==> config.mk <==
export PLATFORM = sky130hd
export DESIGN_NAME = sc_core
export DESIGN_NICKNAME = d
export VERILOG_FILES = /design/src/rtl/sc_core_pkg.sv /design/src/rtl/sc_decoder.sv /design/src/rtl/sc_regfile.sv /design/src/rtl/sc_alu.sv /design/src/rtl/sc_fetch.sv /design/src/rtl/sc_core.sv
export SDC_FILE = /design/constraint.sdc
export NUM_CORES = 2
export LEC_CHECK = 0
export BUFFER_PORTS_ARGS = -buffer_cell sky130_fd_sc_hd__buf_2
export CAP_MARGIN = 10
export CELL_PAD_IN_SITES_DETAIL_PLACEMENT = 1
export CELL_PAD_IN_SITES_GLOBAL_PLACEMENT = 1
export CORE_MARGIN = 2
export CORE_UTILIZATION = 30
export DETAILED_ROUTE_END_ITERATION = 16
export GPL_TIMING_DRIVEN = 1
export HOLD_SLACK_MARGIN = 0.05
export PLACE_DENSITY_LB_ADDON = 0.1
export SYNTH_ARGS = -nofsm -noshare
export SYNTH_HDL_FRONTEND = slang
export SYNTH_HIERARCHICAL = 1
export SYNTH_SLANG_ARGS = --single-unit
==> constraint.sdc <==
create_clock -name clk_i -period 8.89 [get_ports clk_i]
set_input_delay 0.889 -clock clk_i [delete_from_list [all_inputs] [get_ports clk_i]]
set_output_delay 0.889 -clock clk_i [all_outputs]
set_load 0.01 [all_outputs]
==> src/rtl/sc_core_pkg.sv <==
package sc_core_pkg;

  localparam logic [5:0] OP_RTYPE = 6'b000000;
  localparam logic [5:0] OP_ORI   = 6'b001101;
  localparam logic [5:0] OP_LW    = 6'b100011;
  localparam logic [5:0] OP_SW    = 6'b101011;
  localparam logic [5:0] OP_BEQ   = 6'b000100;
  localparam logic [5:0] OP_J     = 6'b000010;

  localparam logic [5:0] FN_ADD   = 6'b100000;
  localparam logic [5:0] FN_SUB   = 6'b100010;

  typedef enum logic [1:0] {
    ALU_ADD = 2'b00,
    ALU_SUB = 2'b01,
    ALU_OR  = 2'b10
  } alu_op_e;

  typedef struct packed {
    logic    wr_rd;     // destination is rd, else rt
    logic    b_imm;     // ALU operand B is the extended immediate
    logic    ext_sign;  // sign-extend imm16
    logic    ld_sel;    // write-back from data memory
    logic    reg_we;
    logic    mem_we;
    logic    branch;
    logic    jump;
    alu_op_e alu_op;
  } ctrl_t;

endpackage

==> src/rtl/sc_decoder.sv <==
module sc_decoder
  import sc_core_pkg::*;
(
  input  logic [5:0] op_i,
  input  logic [5:0] funct_i,
  output ctrl_t      ctrl_o
);

  always_comb begin
    ctrl_o        = '0;
    ctrl_o.alu_op = ALU_ADD;
    unique case (op_i)
      OP_RTYPE: begin
        if (funct_i == FN_ADD) begin
          ctrl_o.wr_rd  = 1'b1;
          ctrl_o.reg_we = 1'b1;
        end else if (funct_i == FN_SUB) begin
          ctrl_o.wr_rd  = 1'b1;
          ctrl_o.reg_we = 1'b1;
          ctrl_o.alu_op = ALU_SUB;
        end
      end
      OP_ORI: begin
        ctrl_o.b_imm  = 1'b1;
        ctrl_o.reg_we = 1'b1;
        ctrl_o.alu_op = ALU_OR;
      end
      OP_LW: begin
        ctrl_o.b_imm    = 1'b1;
        ctrl_o.ext_sign = 1'b1;
        ctrl_o.ld_sel   = 1'b1;
        ctrl_o.reg_we   = 1'b1;
      end
      OP_SW: begin
        ctrl_o.b_imm    = 1'b1;
        ctrl_o.ext_sign = 1'b1;
        ctrl_o.mem_we   = 1'b1;
      end
      OP_BEQ: begin
        ctrl_o.branch = 1'b1;
        ctrl_o.alu_op = ALU_SUB;
      end
      OP_J: begin
        ctrl_o.jump = 1'b1;
      end
      default: ;
    endcase
  end

endmodule

==> src/rtl/sc_regfile.sv <==
module sc_regfile #(
  parameter int XLEN  = 32,
  parameter int NREGS = 32,
  localparam int AW   = $clog2(NREGS)
) (
  input  logic            clk_i,
  input  logic            rst_ni,
  input  logic [AW-1:0]   ra_i,
  input  logic [AW-1:0]   rb_i,
  output logic [XLEN-1:0] da_o,
  output logic [XLEN-1:0] db_o,
  input  logic            we_i,
  input  logic [AW-1:0]   wa_i,
  input  logic [XLEN-1:0] wd_i
);

  logic [XLEN-1:0] regs [NREGS];

  assign regs[0] = '0;

  for (genvar i = 1; i < NREGS; i++) begin : g_reg
    always_ff @(posedge clk_i or negedge rst_ni) begin
      if (!rst_ni)                               regs[i] <= '0;
      else if (we_i && (wa_i == AW'(i)))          regs[i] <= wd_i;
    end
  end

  assign da_o = regs[ra_i];
  assign db_o = regs[rb_i];

endmodule

==> src/rtl/sc_alu.sv <==
module sc_alu
  import sc_core_pkg::*;
#(
  parameter int XLEN = 32
) (
  input  alu_op_e         op_i,
  input  logic [XLEN-1:0] a_i,
  input  logic [XLEN-1:0] b_i,
  output logic [XLEN-1:0] y_o,
  output logic            zero_o
);

  always_comb begin
    unique case (op_i)
      ALU_ADD: y_o = a_i + b_i;
      ALU_SUB: y_o = a_i - b_i;
      ALU_OR:  y_o = a_i | b_i;
      default: y_o = '0;
    endcase
  end

  assign zero_o = (y_o == '0);

endmodule

==> src/rtl/sc_fetch.sv <==
module sc_fetch #(
  parameter int XLEN = 32
) (
  input  logic            clk_i,
  input  logic            rst_ni,
  input  logic            branch_i,
  input  logic            zero_i,
  input  logic            jump_i,
  input  logic [XLEN-1:0] imm_ext_i,
  input  logic [25:0]     target_i,
  output logic [XLEN-1:0] pc_o
);

  logic [XLEN-1:0] pc_q, pc_inc, pc_br, pc_jmp, pc_d;

  assign pc_inc = pc_q + XLEN'(4);
  assign pc_br  = pc_inc + {imm_ext_i[XLEN-3:0], 2'b00};
  assign pc_jmp = {pc_q[XLEN-1:28], target_i, 2'b00};

  always_comb begin
    if (jump_i)                   pc_d = pc_jmp;
    else if (branch_i && zero_i)  pc_d = pc_br;
    else                          pc_d = pc_inc;
  end

  always_ff @(posedge clk_i or negedge rst_ni) begin
    if (!rst_ni) pc_q <= '0;
    else         pc_q <= pc_d;
  end

  assign pc_o = pc_q;

endmodule

==> src/rtl/sc_core.sv <==
module sc_core
  import sc_core_pkg::*;
#(
  parameter int XLEN  = 32,
  parameter int NREGS = 32,
  localparam int AW   = $clog2(NREGS)
) (
  input  logic            clk_i,
  input  logic            rst_ni,
  output logic [XLEN-1:0] imem_addr_o,
  input  logic [31:0]     imem_data_i,
  output logic [XLEN-1:0] dmem_addr_o,
  output logic [XLEN-1:0] dmem_wdata_o,
  output logic            dmem_we_o,
  input  logic [XLEN-1:0] dmem_rdata_i
);

  ctrl_t           ctrl;
  logic [AW-1:0]   rs_addr, rt_addr, rd_addr, wr_addr;
  logic [XLEN-1:0] rs_data, rt_data, imm_ext, alu_b, alu_y, wr_data;
  logic            alu_zero;

  assign rs_addr = imem_data_i[21 +: AW];
  assign rt_addr = imem_data_i[16 +: AW];
  assign rd_addr = imem_data_i[11 +: AW];

  sc_decoder u_dec (
    .op_i    (imem_data_i[31:26]),
    .funct_i (imem_data_i[5:0]),
    .ctrl_o  (ctrl)
  );

  assign imm_ext = {{(XLEN-16){ctrl.ext_sign & imem_data_i[15]}}, imem_data_i[15:0]};
  assign alu_b   = ctrl.b_imm ? imm_ext : rt_data;
  assign wr_addr = ctrl.wr_rd ? rd_addr : rt_addr;
  assign wr_data = ctrl.ld_sel ? dmem_rdata_i : alu_y;

  sc_regfile #(.XLEN(XLEN), .NREGS(NREGS)) u_rf (
    .clk_i  (clk_i),
    .rst_ni (rst_ni),
    .ra_i   (rs_addr),
    .rb_i   (rt_addr),
    .da_o   (rs_data),
    .db_o   (rt_data),
    .we_i   (ctrl.reg_we),
    .wa_i   (wr_addr),
    .wd_i   (wr_data)
  );

  sc_alu #(.XLEN(XLEN)) u_alu (
    .op_i   (ctrl.alu_op),
    .a_i    (rs_data),
    .b_i    (alu_b),
    .y_o    (alu_y),
    .zero_o (alu_zero)
  );

  // branch offset always sign-extended, independent of ext_sign
  logic [XLEN-1:0] br_off;
  assign br_off = {{(XLEN-16){imem_data_i[15]}}, imem_data_i[15:0]};

  sc_fetch #(.XLEN(XLEN)) u_fetch (
    .clk_i     (clk_i),
    .rst_ni    (rst_ni),
    .branch_i  (ctrl.branch),
    .zero_i    (alu_zero),
    .jump_i    (ctrl.jump),
    .imm_ext_i (br_off),
    .target_i  (imem_data_i[25:0]),
    .pc_o      (imem_addr_o)
  );

  assign dmem_addr_o  = alu_y;
  assign dmem_wdata_o = rt_data;
  assign dmem_we_o    = ctrl.mem_we & rst_ni;

endmodule

### Yosys cells after proc, flatten, opt, wreduce, memory -nomap -nowiden

Index checks and enable logic that the tools add are counted.

| cells by class | value |
|---|---|
| $lt $le $gt $ge | 2 |
| add/sub/neg operators | 4 |
| bitwise logic cells | 5 |
| equal/unequal tests | 40 |
| multipliers | 0 |
| shifts and indexed selects | 0 |
| reductions and logical operators | 38 |
| multiplexer cells | 25 |
| divide/modulo/power cells | 0 |

Operators with widths:

| operator | number |
|---|---|
| binary-select mux 32 bit (select 5 bit) | 2 |
| two-way mux 32 bit | 7 |
| one-hot mux 32 bit (3 select lines) | 1 |
| == test 5 bit, second input constant | 16 |
| adder 32 bit | 2 |
| == test 5 x 4 -> 1 bit, second input constant | 8 |
| adder 32 x 3 -> 32 bit, second input constant | 1 |
| logical AND 1 bit | 32 |
| zero test 32 bit | 1 |
| OR 32 bit | 1 |
| subtractor 32 bit | 1 |
| two-way mux 28 bit | 1 |
| == test 6 bit, second input constant | 4 |
| == test 5 x 3 -> 1 bit, second input constant | 4 |
| greater-or-equal comparator 6 bit, second input constant | 2 |
| inverter 5 -> 6 bit | 2 |
| == test 5 x 2 -> 1 bit, second input constant | 2 |
| two-way mux 1 bit | 10 |
| == test 6 x 2 -> 1 bit, second input constant | 1 |
| == test 6 x 3 -> 1 bit, second input constant | 1 |
| == test 6 x 4 -> 1 bit, second input constant | 1 |
| zero test 6 bit | 1 |
| one-hot mux 2 bit (3 select lines) | 1 |
| == test 5 x 1 -> 1 bit, second input constant | 1 |
| other kinds (9) | 11 |

| storage, ports and cells | value |
|---|---|
| RAM bits | 0 |
| flip-flop bits (word level) | 1024 |
| output and inout port bits | 97 |
| memory bits (read-only) | 0 |
| memories kept | 0 |
| latch bits | 0 |

### Longest topological paths before layout

| depth | value |
|---|---|
| depth after elaboration | 11 |
| gate-level depth with buffers | 35 |
| mapped depth without buffers | 29 |

### Modules after synthesis

The synthesis kept the hierarchy.

By module, submodules not included:

| module | area an instance (sq um) | times used | seq. area each (sq um) | cells each |
|---|---|---|---|---|
| sc_regfile | 53226.0 | 1 | 24823.8 | 3639 |
| sc_fetch | 3732.3 | 1 | 750.7 | 457 |
| sc_alu | 3427.0 | 1 | 0.0 | 536 |
| sc_core | 1036.0 | 1 | 0.0 | 96 |
| sc_decoder | 142.6 | 1 | 0.0 | 22 |

### Least setup slack after synthesis

Ideal clock, no wire load.

| path | value |
|---|---|
| path kind | input port to flip-flop |
| start | input port imem_data_i[18] |
| end | register u_fetch.pc_q[31] (netlist: u_fetch/pc_o[31]) |
| stages on the path | 32 |
| slack | 1.045 ns |
| arrival | 7.716 ns |
| library setup time | 0.129 ns |
| path buffers | 6 |
| data required time | 8.761 ns |
| path through | clkbuf_1 > buf_2 > clkbuf_1 > mux4_2 > a22o_1 > o21ai_1 > o31ai_1 > mux2_4 > nor4_1 > nand2b_1 > nor3_1 > nand3b_1 > or2_2 > o41ai_1 > xor2_1 > ha_1 > clkbuf_1 > and4_1 > nand2_1 > a2111oi_0 > or3_1 > mux2i_1 > o31ai_1 > nor4_1 > nand4_1 > nor4_2 > and2_2 > clkbuf_8 > clkbuf_1 > nand4b_1 > o211ai_1 > o211ai_2 |

| on the way | value |
|---|---|
| word-level cells in the longest chain between the ends | 10 |
| elaborated cells between the ends (all ways) | 12 |
| those cells by class | 2 x add/sub; 6 x mux; 2 x bitwise; 2 x reduce/logical |

Ends and longest elaborated chain:

| element | RTL line | source |
|---|---|---|
| from (decl) | sc_core.sv:11 | `input logic [31:0] imem_data_i,` |
| inverter 5 -> 6 bit (implied by the code) (*) | sc_regfile.sv:29 | `assign db_o = regs[rb_i];` |
| binary-select mux 32 bit (select 5 bit) (*) | sc_regfile.sv:29 |  |
| two-way mux 32 bit (implied by the code) (*) (2 in a row) | sc_regfile.sv:29 |  |
| named net dmem_wdata_o[4] | sc_core.sv:13 | `output logic [XLEN-1:0] dmem_wdata_o,` |
| two-way mux 32 bit (*) | sc_core.sv:34 | `assign alu_b = ctrl.b_imm ? imm_ext : rt_data;` |
| named net alu_b[4] | sc_core.sv:20 | `logic [XLEN-1:0] rs_data, rt_data, imm_ext, alu_b, alu_y, wr_data;` |
| subtractor 32 bit / adder 32 bit (equally long branches) | sc_alu.sv:16, sc_alu.sv:15 |  |
| one-hot mux 32 bit (3 select lines) (*) | sc_alu.sv:14 | `unique case (op_i)` |
| named net dmem_addr_o[24] | sc_core.sv:12 | `output logic [XLEN-1:0] dmem_addr_o,` |
| zero test 32 bit (*) | sc_alu.sv:22 | `assign zero_o = (y_o == '0);` |
| named net alu_zero | sc_core.sv:21 | `logic alu_zero;` |
| logical AND 1 bit (*) | sc_fetch.sv:22 | `else if (branch_i && zero_i) pc_d = pc_br;` |
| two-way mux 32 bit (*) | sc_fetch.sv:22 |  |
| to (signal assigned) | sc_fetch.sv:28 | `else pc_q <= pc_d;` |
| to (decl) | sc_fetch.sv:14 | `logic [XLEN-1:0] pc_q, pc_inc, pc_br, pc_jmp, pc_d;` |

The timed path passes the listed nets; every way through them passes the cells marked *. The select of a mux whose other input is x is not followed.
A chain may end at the register's enable or synchronous reset.

### Worst setup path in the final report

| path | value |
|---|---|
| start | input port imem_data_i[16] |
| end | output port dmem_addr_o[27] |

| on the way | value |
|---|---|
| word-level cells in the longest chain between the ends | 7 |
| elaborated cells between the ends (all ways) | 9 |
| those cells by class | 2 x add/sub; 5 x mux; 2 x bitwise |

Ends and longest elaborated chain:

| element | RTL line |
|---|---|
| inverter 5 -> 6 bit (implied by the code) (*) | sc_regfile.sv:29 |
| binary-select mux 32 bit (select 5 bit) (*) | sc_regfile.sv:29 |
| two-way mux 32 bit (implied by the code) (*) (2 in a row) | sc_regfile.sv:29 |
| two-way mux 32 bit (*) | sc_core.sv:34 |
| named net alu_b[3] | sc_core.sv:20 |
| subtractor 32 bit / adder 32 bit (equally long branches) | sc_alu.sv:16, sc_alu.sv:15 |
| one-hot mux 32 bit (3 select lines) (*) | sc_alu.sv:14 |
| to (decl) | sc_core.sv:12 |

Marked as above.

==> key figures <==
Yosys
  • Synthesis warning total: 6
  • Mapped Area: 0.0616 mm²
  • Cell type with the largest total area after synthesis: dfrtp_1
  • Mean Syn Cell Area: 13.0 µm²
  • Dominant register cell in the synthesized netlist: dfrtp_1
  • Flop and latch count out of synthesis: 1022
  • Number of different library cells in the post-synthesis netlist: 106
  • Number of flops mapped to enable cells by yosys: 0
  • Share of the yosys chip area belonging to registers: 0.415
  • Proportion of register bits with asynchronous set or reset after synthesis: 1.00
  • Share of the synthesized area in the top cell type: 0.415
  • Number of instances in the synthesized netlist: 4750
  • Biggest area contributors in the synthesized netlist: dfrtp_1, mux2_2, mux4_2

CTS
  • CTS H-tree lvls: 4
  • CTS max path bufs: 3
  • Post-CTS setup buffer count: 0
  • Clock latency at the later pin of the worst-skew pair: 0.81 ns
  • Number of sinks driven by the clock tree: 1022
  • Clock tree from TritonCTS: yes
  • Root cell of the clock tree: clkbuf_16
  • TritonCTS buffer count: 130
  • Reg clk slew, reported paths: 0.06 ns

Route
  • Wirelength, routed: 247000 µm
  • Via density per instance: 5.70
  • Drc violations: 0
  • Antenna violation net count after detailed routing: 0
  • Via count: 43400
  • DRC violation total after the first TritonRoute iteration: 2757
  • Total iterations of the first detailed-routing run: 5
  • Wire length per cell: 32.4 µm

Job
  • Max-cap check violation count: 0

Worst setup path
  • Critical Path Source Type: input pin
  • Worst setup path startpoint: imem_data_i[16]
  • Highest-delay cell along the critical path: mux4_2
  • Worst reg2reg path endpoint: u_fetch/pc_o[17]$_DFF_PN0_
  • Stages on the worst setup path: 25
  • Reg2reg setup slack: 1.05 ns
  • Worst endpoint required time: 8.00 ns
  • Depth of the most critical reg-to-reg path: 28
  • Largest delay share family, worst path: compound AO/OA/AOI/OAI gates
  • Signal arrival time at the worst endpoint: 7.64 ns
  • Kind of end point of the critical path: primary output
  • Largest incremental delay on the critical path: 0.58 ns
  • Origin of the critical flop-to-flop path: u_rf/regs[67]$_DFFE_PN0P_
  • Maximum fanout count along the critical path: 27
  • Critical path capture point: dmem_addr_o[27]
  • Number of buffer and inverter stages on the critical path: 4
  • Critical path type: input pin to primary output

Die
  • Number of placement rows: 166
  • Initial cell density of the core: 0.301
  • Die area: 0.209 mm²
  • IO Pins: 163
  • Die span in x: 457 µm
  • Die boundary height: 457 µm
  • Std-Cell Core Area: 0.204 mm²

STA
  • Worst Tran Pin Value: 1.10 ns
  • Final number of setup-violating endpoints: 0
  • Worst Clk Skew: 0.0381 ns
  • Worst relative slew slack: 0.261
  • Post-layout min period: 8.53 ns
  • Worst hold slack: 0.102 ns
  • Final hold vios: 0
  • Post-route fraction of the period consumed by the critical path: 0.959
  • FMAX: 117 MHz
  • Setup repair after global routing missed its margin: false
  • Worst setup margin: 0.363 ns
  • Final slew viol count: 0

Final layout
  • Synthesis-to-finish area growth: 14.3%
  • Layout Nets: 4960
  • Fraction of layout instances using a drive strength above 1: 0.426
  • Count of filler cells inserted in the layout: 21500
  • Final design utilization: 0.344

Place
  • Post-place setup slack: -0.138 ns
  • Placer congestion estimate: 0.901
  • Detailed-placement wirelength estimate: 158000 µm
  • Port-buffer cells: 160

Global route
  • Maximum number of pins on one net before global-route repair: 147
  • Residual overflow from global routing: 0
  • Global routing usage summed across all routing layers: 0.235
  • Wire length of the first global-routing pass: 357000 µm
  • Vias in the first global route: 46400
  • Number of antenna violations at the first check in global routing: 8

Power and ir drop
  • Leak: 0.0320 µW
  • P per Cell Area: 183 mW/mm²
  • Maximum ir drop on the vdd rail: 0.206 mV

Hold path
  • Hold crit path type: input pin to asynchronous set/reset pin

Outcome
  • Outcome: completed
-- power breakdown --
| group | switching, µW | internal (µW) |
|---|---|---|
| registers | 143 | 4820 |
| clock network | 2260 | 3230 |
| logic | 1570 | 861 |
-- timing repair --
action                                  in CTS  in global routing
endpoints found under the hold margin        0                  0
endpoints found under the setup margin       0                  4
hold buffers                                 0                  0
gates resized for setup                      0                  8
-- how the worst min path moves through the flow --
| stage | startpoint | slack (ns) | endpoint | cells past startpoint |
|---|---|---|---|---|
| floorplan | u_rf/regs[545]$_DFFE_PN0P_ | 0.47 | u_rf/regs[545]$_DFFE_PN0P_ | 1 |
| global placement | u_rf/regs[569]$_DFFE_PN0P_ | 0.48 | u_rf/regs[569]$_DFFE_PN0P_ | 1 |
| detailed placement | u_rf/regs[569]$_DFFE_PN0P_ | 0.49 | u_rf/regs[569]$_DFFE_PN0P_ | 1 |
| CTS | rst_ni | 0.07 | u_rf/regs[86]$_DFFE_PN0P_ | 1 |
| global route | rst_ni | 0.1 | u_rf/regs[118]$_DFFE_PN0P_ | 1 |
| finish | rst_ni | 0.10 | u_rf/regs[118]$_DFFE_PN0P_ | 1 |
-- metrics by stage --
step                power, µW  setup TNS [ns]  instances  cell area (µm²)
finish                  12900               0       7618            70400
global route            13400               0       7615            70400
CTS                     13100               0       7614            70300
detailed placement       7480           -1.91       7381            65900
global placement         7470           -2.46       7381            65900
floorplan                6480               0       4751            61600
-- cell usage in the layout (no fill, tap or decap), drive strengths merged, types with 73 or more instances in the layout --
cell	instances
dfrtp	1022
a21oi	109
o31ai	82
o21ai	148
clkbuf	200
buf	406
nand2	160
mux2	1124
a22o	191
nor2	123
mux2i	169
mux4	384
a211oi	73
-- worst register-to-register path: cells and delay by family (launching register included) --
| kind | cells | cell delay, ns |
|---|---|---|
| and+or+nand+nor | 9 | 2.14 |
| buffers and inverters | 3 | 0.53 |
| AOI/OAI and AO/OA | 9 | 2.58 |
| DFF | 1 | 0.39 |
| muxes | 4 | 1.50 |
| adders and majority gates | 1 | 0.28 |
| xor gates and xnor gates | 2 | 0.30 |
-- flip-flops by register name, summed over array words and instances (netlist names) --
register      count
u_rf/regs       992
u_fetch/pc_o     30
-- cell type report --
cell class / count / area (µm²) / area share
antenna: 4 / 10.0 / 0.000142
clock buffer: 200 / 3870 / 0.0550
clock inverter: 33 / 513 / 0.00729
timing repair buffer: 406 / 3040 / 0.0431
sequential: 1022 / 25600 / 0.363
inverter: 53 / 200 / 0.00284
multi-input combinational: 3212 / 33800 / 0.480
tap: 2688 / 3360 / 0.0478
-- cell usage after synthesis, types with 70 or more instances --
| master | n |
|---|---|
| nand2_1 | 159 |
| mux4_2 | 384 |
| mux2_2 | 963 |
| o21ai_1 | 71 |
| a211oi_1 | 73 |
| o31ai_1 | 79 |
| clkbuf_1 | 246 |
| a22o_1 | 191 |
| o22ai_1 | 70 |
| buf_2 | 136 |
| a21oi_1 | 103 |
| mux2i_1 | 169 |
| mux2_1 | 117 |
| nor2_1 | 120 |
| o21ai_0 | 76 |
| dfrtp_1 | 1022 |
-- routing by layer --
metal,global-route usage,share of wire
met5,0,0
met4,0.0605,0.024
met3,0.0333,0.041
met2,0.369,0.46
met1,0.339,0.48
-- cell families after synthesis --
group           synth area share
flops                      0.415
other cells            0.0000609
simple gates              0.0495
compound gates            0.0917
buf+inv                   0.0402
mux                        0.376
xor+xnor                  0.0127
fa+ha+maj                 0.0143
No activity file was read; power rests on OpenSTA's default activity.
